**src/rtl/psh_pkg.sv**
```systemverilog
// Shared definitions for the packed signed halving subtractor.
// Assumes a word that is a whole multiple of both lane widths.
package psh_pkg;
    localparam int unsigned WORD_W = 32;
    localparam int unsigned HALF_W = 16;
    localparam int unsigned BYTE_W = 8;

    // Lane size selection as seen on the mode pin.
    typedef enum logic {
        LANES_HALF = 1'b0,
        LANES_BYTE = 1'b1
    } lane_mode_e;
endpackage

```
**src/rtl/psh_lane.sv**
```systemverilog
// One signed lane: res = floor((a - b) / 2).
// Both operands are sign-extended by one bit, so the difference is exact
// and its upper W bits form the halved result without any overflow.
module psh_lane #(
    parameter int unsigned W = 8
) (
    input  logic [W-1:0] a,
    input  logic [W-1:0] b,
    output logic [W-1:0] res
);
    localparam logic [W-1:0] MIN_V = {1'b1, {(W-1){1'b0}}};
    localparam logic [W-1:0] MAX_V = {1'b0, {(W-1){1'b1}}};

    logic [W:0]   diff;
    logic [W+1:0] diff_x;
    logic [W+1:0] twice_res;
    logic [W+1:0] remainder;

    // Extended-precision subtraction; the lane's own carry chain only.
    always_comb diff = {a[W-1], a} - {b[W-1], b};

    // Halve by dropping the low bit (arithmetic shift, floor rounding).
    always_comb res = diff[W:1];

    // Check values: the remainder of the halving must be 0 or 1.
    always_comb begin
        diff_x    = {diff[W], diff};
        twice_res = {res[W-1], res, 1'b0};
        remainder = diff_x - twice_res;
    end

    // Floor rounding: diff - 2*res lies in {0,1}.
    always_comb begin
        p_floor_half_r4: assert (remainder == '0 || remainder == {{(W+1){1'b0}}, 1'b1})
            else $error("lane halving remainder out of range");
    end

    // Extremes must not wrap.
    always_comb begin
        if (a == MIN_V && b == MAX_V) begin
            p_no_overflow_lo_r6: assert (res == MIN_V)
                else $error("min-max did not give min");
        end
        if (a == MAX_V && b == MIN_V) begin
            p_no_overflow_hi_r6: assert (res == MAX_V)
                else $error("max-min did not give max");
        end
    end
endmodule

```
**src/rtl/psh_lane_array.sv**
```systemverilog
// A row of independent signed halving-subtract lanes spanning one word.
// Lane 0 sits at the least significant bits; no borrow crosses lanes.
module psh_lane_array #(
    parameter int unsigned WORD_W = 32,
    parameter int unsigned LANE_W = 8
) (
    input  logic [WORD_W-1:0] a,
    input  logic [WORD_W-1:0] b,
    output logic [WORD_W-1:0] res
);
    localparam int unsigned LANES = WORD_W / LANE_W;

    // One lane instance per slice of the word.
    for (genvar k = 0; k < LANES; k++) begin : g_lane
        psh_lane #(.W(LANE_W)) u_lane (
            .a  (a[k*LANE_W +: LANE_W]),
            .b  (b[k*LANE_W +: LANE_W]),
            .res(res[k*LANE_W +: LANE_W])
        );
    end
endmodule

```
**src/rtl/psh_out_reg.sv**
```systemverilog
// Output stage: valid follows the request by one clock; data loads only
// on a valid request and holds otherwise. Synchronous active-low reset.
module psh_out_reg #(
    parameter int unsigned WORD_W = 32
) (
    input  logic              clk,
    input  logic              rst_n,
    input  logic              d_valid,
    input  logic [WORD_W-1:0] d_data,
    output logic              q_valid,
    output logic [WORD_W-1:0] q_data
);
    // Capture the result word and delay the qualifier.
    always_ff @(posedge clk) begin
        if (!rst_n) begin
            q_valid <= 1'b0;
            q_data  <= '0;
        end else begin
            q_valid <= d_valid;
            if (d_valid) begin
                q_data <= d_data;
            end
        end
    end
endmodule

```
**src/rtl/psh_sub_halve.sv**
```systemverilog
// Packed signed halving subtractor, top level.
// Computes both lane layouts in parallel and selects one by the mode pin,
// which is sampled together with the operands. One cycle of latency.
module psh_sub_halve
    import psh_pkg::*;
(
    input  logic        clk,
    input  logic        rst_n,
    input  logic        in_valid,
    input  logic        in_mode,
    input  logic [31:0] in_a,
    input  logic [31:0] in_b,
    output logic        out_valid,
    output logic [31:0] out_data
);
    lane_mode_e        mode;
    logic [WORD_W-1:0] half_res;
    logic [WORD_W-1:0] byte_res;
    logic [WORD_W-1:0] sel_res;

    // Interpret the mode pin.
    always_comb mode = lane_mode_e'(in_mode);

    psh_lane_array #(.WORD_W(WORD_W), .LANE_W(HALF_W)) u_half (
        .a  (in_a),
        .b  (in_b),
        .res(half_res)
    );

    psh_lane_array #(.WORD_W(WORD_W), .LANE_W(BYTE_W)) u_byte (
        .a  (in_a),
        .b  (in_b),
        .res(byte_res)
    );

    // Pick the lane layout requested for this operation.
    always_comb sel_res = (mode == LANES_BYTE) ? byte_res : half_res;

    psh_out_reg #(.WORD_W(WORD_W)) u_out (
        .clk    (clk),
        .rst_n  (rst_n),
        .d_valid(in_valid),
        .d_data (sel_res),
        .q_valid(out_valid),
        .q_data (out_data)
    );

    // A request yields a valid result next cycle.
    p_valid_follow_r7: assert property (@(posedge clk) disable iff (!rst_n)
        in_valid |=> out_valid);

    // No request means no valid result next cycle.
    p_valid_idle_r7: assert property (@(posedge clk) disable iff (!rst_n)
        !in_valid |=> !out_valid);

    // Idle cycles leave the result word untouched.
    p_hold_idle_r8: assert property (@(posedge clk) disable iff (!rst_n)
        !in_valid |=> $stable(out_data));
endmodule

```
**config.mk**
```make
export PLATFORM = sky130hd
export DESIGN_NAME = psh_sub_halve
export DESIGN_NICKNAME = d
export VERILOG_FILES = /design/src/rtl/psh_pkg.sv /design/src/rtl/psh_lane.sv /design/src/rtl/psh_lane_array.sv /design/src/rtl/psh_out_reg.sv /design/src/rtl/psh_sub_halve.sv
export SDC_FILE = /design/constraint.sdc
export NUM_CORES = 1
export LEC_CHECK = 0
export ABC_AREA = 1
export BUFFER_PORTS_ARGS = -buffer_cell sky130_fd_sc_hd__buf_4
export CAP_MARGIN = 10
export CORE_MARGIN = 2
export CORE_UTILIZATION = 58
export DETAILED_ROUTE_END_ITERATION = 7
export PLACE_DENSITY_LB_ADDON = 0.3
export SYNTH_ARGS = -nofsm -noshare
export SYNTH_HDL_FRONTEND = slang
export SYNTH_SLANG_ARGS = --single-unit
```
**constraint.sdc**
```tcl
create_clock -name clk -period 3.5 [get_ports clk]
set_clock_uncertainty 0.15 [all_clocks]
set_input_delay 1.05 -clock clk [delete_from_list [all_inputs] [get_ports clk]]
set_output_delay 1.05 -clock clk [all_outputs]
set_load 0.02 [all_outputs]
```
==> metrics.csv, run 1 <==
stage,metric,value,unit
clock_tree,cts_tree,done,
detailed_routing,viasPerCell,5.06,
timing,slew-limit-headroom,58.9,%
timing,tightestPinTransition,616,ps
place,gp_congestion,0.884,
global_routing,antenna_found_initial,0,
setup_path,max_stage_delay,420,ps
pwr,vdd_drop_max,0.000193,V
timing,period_needed,2510,ps
clock_tree,postCtsSetupBuffers,0,
global_routing,grt_pass1_vias,3584,
timing,period_share,71.7,%
die,ios,101,
detailed_routing,wire_per_inst,11.3,um
detailed_routing,dr.pass1.iters,4,
final_layout,post-route-util,74.1,%
place,hpwl,7.12,mm
setup_path,required,3550,ps
die,start_util,59.5,%
clock_tree,clkLatencyLatePin,280,ps
timing,finalSetupViolCount,0,
synthesis,synthXorXnorAreaFrac,3.50,%
timing,drv_slew,0,
final_layout,final_cell_mix,"nand2_1, inv_1, buf_4",
detailed_routing,vias,3837,
run_status,status,completed,
pwr,power_density,302,nW/um2
clock_tree,holdBufCountCts,0,
place,portBuffers,100,
synthesis,ys_seq_elements,33,
timing,hold_violations,0,
setup_path,worstSetupStartpointType,input pin,
final_layout,area_growth,24.5,%
setup_path,crit_path_frequent_cell,nand2_1,
clock_tree,clock-sinks,33,
clock_tree,cts_buffers,5,
die,die_area,6680,um2
clock_tree,clkTransAtPathRegs,60,ps
setup_path,cp-end-kind,register,
synthesis,yosys.area_share.adder,13.7,%
synthesis,synth_top_family_by_area,simple AND/OR/NAND/NOR gates,
synthesis,synth-compound-area-share,13.5,%
job,cap_violations,0,
detailed_routing,drt_iter0_drc,139,
timing,fmax,0.398,GHz
global_routing,overflow,0,
global_routing,grt_usage,26.9,%
timing,rsz0062_at_grt,no,
detailed_routing,route.detailed.drc,0,
final_layout,final_common_cell,nand2_1,
clock_tree,clockBufferDepth,2,
die,die_h,81.7,um
clock_tree,cts_htree_levels,2,
final_layout,diodes,0,
detailed_routing,postRouteAntennaNets,0,
final_layout,fillerInstances,489,
clock_tree,cts_root_buf,clkbuf_8,
synthesis,netlist_area,3500,um2
global_routing,grt_max_degree,57,
synthesis,ys_seq_area_share,18.9,%
final_layout,final_layout_size_suffix_gt1_share,19.9,%
synthesis,synth-simple-area-share,35.1,%
pwr,total_power,1.32,mW
setup_path,reg2reg_from,u_out.q_data[12],
final_layout,fin_nets,788,
die,core-area,5890,um2
pwr,leakage,2.60,nW
synthesis,yosys.cell_types.count,32,
final_layout,ff_latch_area,661,um2
setup_path,worstSetupPathType,input pin to register,
setup_path,cp.arrival,2560,ps
synthesis,synthMuxAreaShare,0,%
synthesis,synth_warnings,0,
setup_path,cp-startpoint,in_b[0],
setup_path,cp_slowest_cell,fa_1,
hold_path,hold_path.class,register to register,
die,chipWidth,81.7,um
detailed_routing,drt_wl_total,8.58,mm
synthesis,syn_area_per_cell,5.94,um2
global_routing,grt_pass1_wl,14.5,mm
die,rows,28,
hold_path,hold_path.startpoint,u_out.q_data[24],
clock_tree,cts_resized,0,
synthesis,syn_nets,694,
setup_path,path_cells,buf_4 -> nand2_1 -> inv_1 -> fa_1 -> o21ai_2 -> nand3_1 -> nand2_1 -> nand2_1 -> nand2_1 -> nand3_1 -> a31oi_1,
synthesis,synthCells,590,
setup_path,critPathMaxFanout,3,
final_layout,multiInputGateArea,2300,um2
timing,setup_tns,0,ps
-- flip-flops by register name, summed over array words and instances (netlist names) --
register,flops
u_out.q_valid,1
u_out.q_data,32
-- area by class of cell --
class,instances,area share [%]
Clock buffer,7,1.98
Inverter,124,10.7
Multi-Input combinational cell,420,52.8
Tap cell,75,2.15
Timing Repair Buffer,100,17.2
Sequential cell,33,15.2
-- per-stage QoR --
stage               hold WS, ps  instance area (um2)  setup slack [ps]  instances
detailed placement          317                 4270               697        752
finish                      326                 4360               989        759
global route                352                 4360               809        759
floorplan                   393                 3500               957        590
global placement            311                 4270               760        752
CTS                         325                 4360              1000        759
-- critical path, delay by kind of cell --
kind | cells | cell delay [ps]
adder cells (fa/ha/maj) | 1 | 420
buffers and inverters | 2 | 170
AO/OA/AOI/OAI | 2 | 400
AND/OR/NAND/NOR | 6 | 530
-- synth_stat cells --
cell type / count / share of area, %
a21oi_1: 41 / 5.9
a21oi_2: 4 / 1.0
a31oi_1: 4 / 0.71
and2_1: 5 / 0.89
buf_2: 1 / 0.14
buf_4: 4 / 0.86
buf_6: 1 / 0.32
clkbuf_1: 7 / 0.75
dfxtp_1: 33 / 19
fa_1: 4 / 2.3
ha_1: 32 / 11
inv_1: 121 / 13
inv_2: 3 / 0.32
nand2_1: 169 / 18
nand2_2: 14 / 2.5
nand3_1: 31 / 4.4
nand3_2: 1 / 0.29
nand3b_1: 5 / 1.1
nand4_1: 4 / 0.71
nand4_2: 2 / 0.71
nor2_1: 43 / 4.6
nor2_2: 2 / 0.36
nor3_1: 4 / 0.57
nor3_2: 1 / 0.29
o211ai_1: 3 / 0.64
o21ai_0: 27 / 3.9
o21ai_1: 3 / 0.43
o21ai_2: 3 / 0.75
o21bai_1: 1 / 0.21
or2_1: 3 / 0.54
xnor2_1: 4 / 1.0
xor2_1: 10 / 2.5
-- cell families after synthesis --
kind of cell	Yosys count
AND/OR/NAND/NOR	284
AO/OA/AOI/OAI	86
XOR/XNOR	14
buffers and inverters	137
adder cells (fa/ha/maj)	36
flip-flops	33
-- report_power, final --
group,total [mW],switching [mW],leakage (nW),internal (mW)
Clock,0.278,0.123,0.0443,0.156
Sequential,0.432,0.0196,0.274,0.413
Combinational,0.605,0.355,2.28,0.250
-- path summary, 6_finish.rpt --
check	endpoint	slack, ps	depth (start not counted)
max	u_out.q_data[9]	990	11
min	u_out.q_data[24]	330	2
max reg2reg	u_out.q_data[12]	2670	4
min reg2reg	u_out.q_data[24]	330	2
-- layer usage --
layer	wire, um	GRT usage (%)	vias to the layer above
met5	0	0	-
met2	4640	54.0	114
met1	3440	29.5	1697
met3	384	2.31	11
li1	-	-	2015
met4	116	8.17	0
Note: power is estimated with default switching activity, not from simulation.
==> run 2, diff against run 1 <==
--- a/config.mk
+++ b/config.mk
@@ -9,7 +9,7 @@
 export BUFFER_PORTS_ARGS = -buffer_cell sky130_fd_sc_hd__buf_4
 export CAP_MARGIN = 10
 export CORE_MARGIN = 2
-export CORE_UTILIZATION = 58
+export CORE_UTILIZATION = 48
 export DETAILED_ROUTE_END_ITERATION = 7
 export PLACE_DENSITY_LB_ADDON = 0.3
 export SYNTH_ARGS = -nofsm -noshare
==> constraint.sdc (replaced) <==
create_clock -name clk -period 2.2 [get_ports clk]
set_clock_uncertainty 0.15 [all_clocks]
set_input_delay 0.66 -clock clk [delete_from_list [all_inputs] [get_ports clk]]
set_output_delay 0.66 -clock clk [all_outputs]
set_load 0.02 [all_outputs]
==> run 2 against run 1 <==
  * Non-clock buffer count grew 35
  * Critical path depth grew 1
  * First-iteration DRC count shrank 16%
  * Critical endpoint is now u_out.q_data[27]
==> metrics.csv, run 2 (same netlist as run 1, synthesis figures left out) <==
stage,metric,value,unit,change
global_routing,antenna_found_initial,0,,unchanged
place,dp.cells,809,,+7.6%
final_layout,largest_register,u_out.q_data,,
global_routing,grt_pass1_vias,3799,,+6.0%
hold_path,hold_path.class,register to register,,
global_routing,grt_usage,23.9,%,-3.0 points
detailed_routing,viasPerCell,4.87,,-3.7%
final_layout,final_area,4690,um2,+7.5%
place,hpwl,7.64,mm,+7.2%
final_layout,final_layout_size_suffix_gt1_share,24.4,%,+4.6 points
global_routing,grt_max_degree,31,,-46%
detailed_routing,drt_wl_total,9.23,mm,+7.5%
clock_tree,clkTransAtPathRegs,70,ps,about the same
detailed_routing,wire_per_inst,11.3,um,-0.35%
timing,fin_ws,113,ps,-876 ps
clock_tree,cts_root_buf,clkbuf_8,,
final_layout,largest_reg_flops,32,,unchanged
clock_tree,cts_htree_levels,2,,unchanged
detailed_routing,vias,3987,,+3.9%
detailed_routing,route.detailed.drc,0,,unchanged
timing,finalSetupViolCount,0,,unchanged
die,die_h,89.4,um,+9.4%
detailed_routing,dr.pass1.iters,4,,unchanged
timing,hold_violations,0,,unchanged
detailed_routing,drt_iter0_drc,117,,-16%
final_layout,fillerInstances,702,,+44%
clock_tree,clock-sinks,33,,unchanged
pwr,vdd_drop_max,0.000240,V,+24%
setup_path,reg2reg_from,u_out.q_data[9],,
global_routing,overflow,0,,unchanged
setup_path,worstSetupStartpointType,input pin,,
setup_path,critPathMaxFanout,3,,unchanged
run_status,status,completed,,
place,portBuffers,100,,unchanged
final_layout,fin_nets,823,,+4.4%
die,core-area,7180,um2,+22%
pwr,power_density,478,nW/um2,+58%
clock_tree,cts_buffers,5,,unchanged
job,cap_violations,0,,unchanged
final_layout,final_cell_mix,"nand2_1, buf_4, inv_1",,
final_layout,diodes,0,,unchanged
detailed_routing,postRouteAntennaNets,0,,unchanged
setup_path,r2r_cells,2,,-2
timing,drv_slew,0,,unchanged
place,gp_congestion,0.874,,-1.1%
global_routing,grt_pass1_wl,15.4,mm,+6.4%
timing,tightestPinTransition,324,ps,-292 ps
clock_tree,cts_tree,done,,
die,chipWidth,89.4,um,+9.4%
final_layout,top_regs,"u_out.q_data (32), u_out.q_valid (1)",,
setup_path,max_stage_delay,350,ps,-70 ps
place,dp_slack,-189,ps,-885 ps
setup_path,crit_end,u_out.q_data[27],,
die,ios,101,,unchanged
timing,period_share,94.9,%,
setup_path,cp.arrival,2150,ps,-410 ps
setup_path,required,2260,ps,-1290 ps
setup_path,cp-end-kind,register,,
final_layout,fin_cells,819,,+7.9%
place,dpl_cell_area,4560,um2,+6.8%
pwr,leakage,2.78,nW,+6.9%
setup_path,cp_slowest_cell,fa_2,,
die,die_area,8000,um2,+20%
die,start_util,48.8,%,-11 points
die,rows,31,,+11%
setup_path,r2r-end,u_out.q_data[9],,
setup_path,worstSetupPathType,input pin to register,,
setup_path,path_cells,buf_4 -> nand2_1 -> inv_1 -> fa_2 -> o21ai_2 -> buf_4 -> nand3_1 -> nand2_2 -> nand2_1 -> nand2_1 -> nand3_1 -> a31oi_1,,
final_layout,area_growth,33.9,%,
setup_path,rrSetupSlack,1350,ps,-1320 ps
setup_path,crit_path_frequent_cell,nand2_1,,
clock_tree,clockBufferDepth,2,,unchanged
final_layout,post-route-util,65.4,%,-8.7 points
hold_path,worstHoldPathCells,2,,unchanged
timing,slew-limit-headroom,78.2,%,+19 points
timing,fmax,0.479,GHz,
clock_tree,clkLatencyLatePin,270,ps,about the same
setup_path,cp-startpoint,in_b[16],,
timing,period_needed,2090,ps,
final_layout,final_common_cell,nand2_1,,
-- run 2: changes by cell type in the layout (fill, tap and decap cells not counted) --
cell      before  now
buf_4        100  134
a21oi_2        4    5
clkinv_2       0    1
buf_12         0    1
a21oi_1       41   40
fa_2           0    1
clkbuf_1       1    0
nand2_1      169  168
clkbuf_8       6    7
fa_1           4    3
nand2_2       14   15
-- run 2: layer usage --
metal  part of all wire [%]  track usage, %  vias to the layer above
li1                       -               -                     2090
met1                     41            26.6                     1786
met2                     53            46.3                       90
met3                    3.6            1.94                       21
met4                    2.7            9.77                        0
met5                      0               0                        -
-- run 2: layout make-up --
cell class	count	area [um2]	area share, %
clock buffer	7	96.3	2.05
clock inverter	1	5.00	0.107
inverter	124	465	9.93
sequential	33	661	14.1
timing repair buffer	135	1030	21.9
multi-input combinational	420	2310	49.3
tap	99	124	2.64
-- run 2: through the flow --
| stage | total power [mW] | TNS (ps) | hold slack (ps) |
|---|---|---|---|
| after global routing | 2.41 | -5.11 | 369 |
| after detailed placement | 1.74 | -1780 | 321 |
| after CTS | 2.24 | 0 | 341 |
| after floorplan | 1.34 | 0 | 393 |
| final | 2.24 | 0 | 340 |
| after global placement | 1.72 | -951 | 315 |
-- run 2: worst max-delay path, delay by kind of cell --
family	cells	cell delay [ps]
and+or+nand+nor	6	460
buffers and inverters	3	310
adders and majority gates	1	350
AOI/OAI and AO/OA	2	360
-- run 2: worst min path at each step --
stage / startpoint / endpoint / slack, ps
after global routing: u_out.q_data[8] / u_out.q_data[8] / 370
after floorplan: u_out.q_data[24] / u_out.q_data[24] / 390
after CTS: u_out.q_data[8] / u_out.q_data[8] / 340
after detailed placement: u_out.q_data[23] / u_out.q_data[23] / 320
final: u_out.q_data[6] / u_out.q_data[6] / 340
after global placement: u_out.q_data[23] / u_out.q_data[23] / 320
-- run 2: power by group --
part	internal, mW	leakage (nW)	switching [mW]
sequential	0.656	0.274	0.0337
clock	0.282	0.0542	0.209
combinational	0.469	2.45	0.590
total	1.41	2.78	0.832
-- run 2: repair_timing --
item                       4_1_cts  5_1_grt
setup endpoints to repair        0        2
hold buffers                     0        0
hold endpoints to repair         0        0
buffers inserted                 0        2
gates resized for setup          0        3
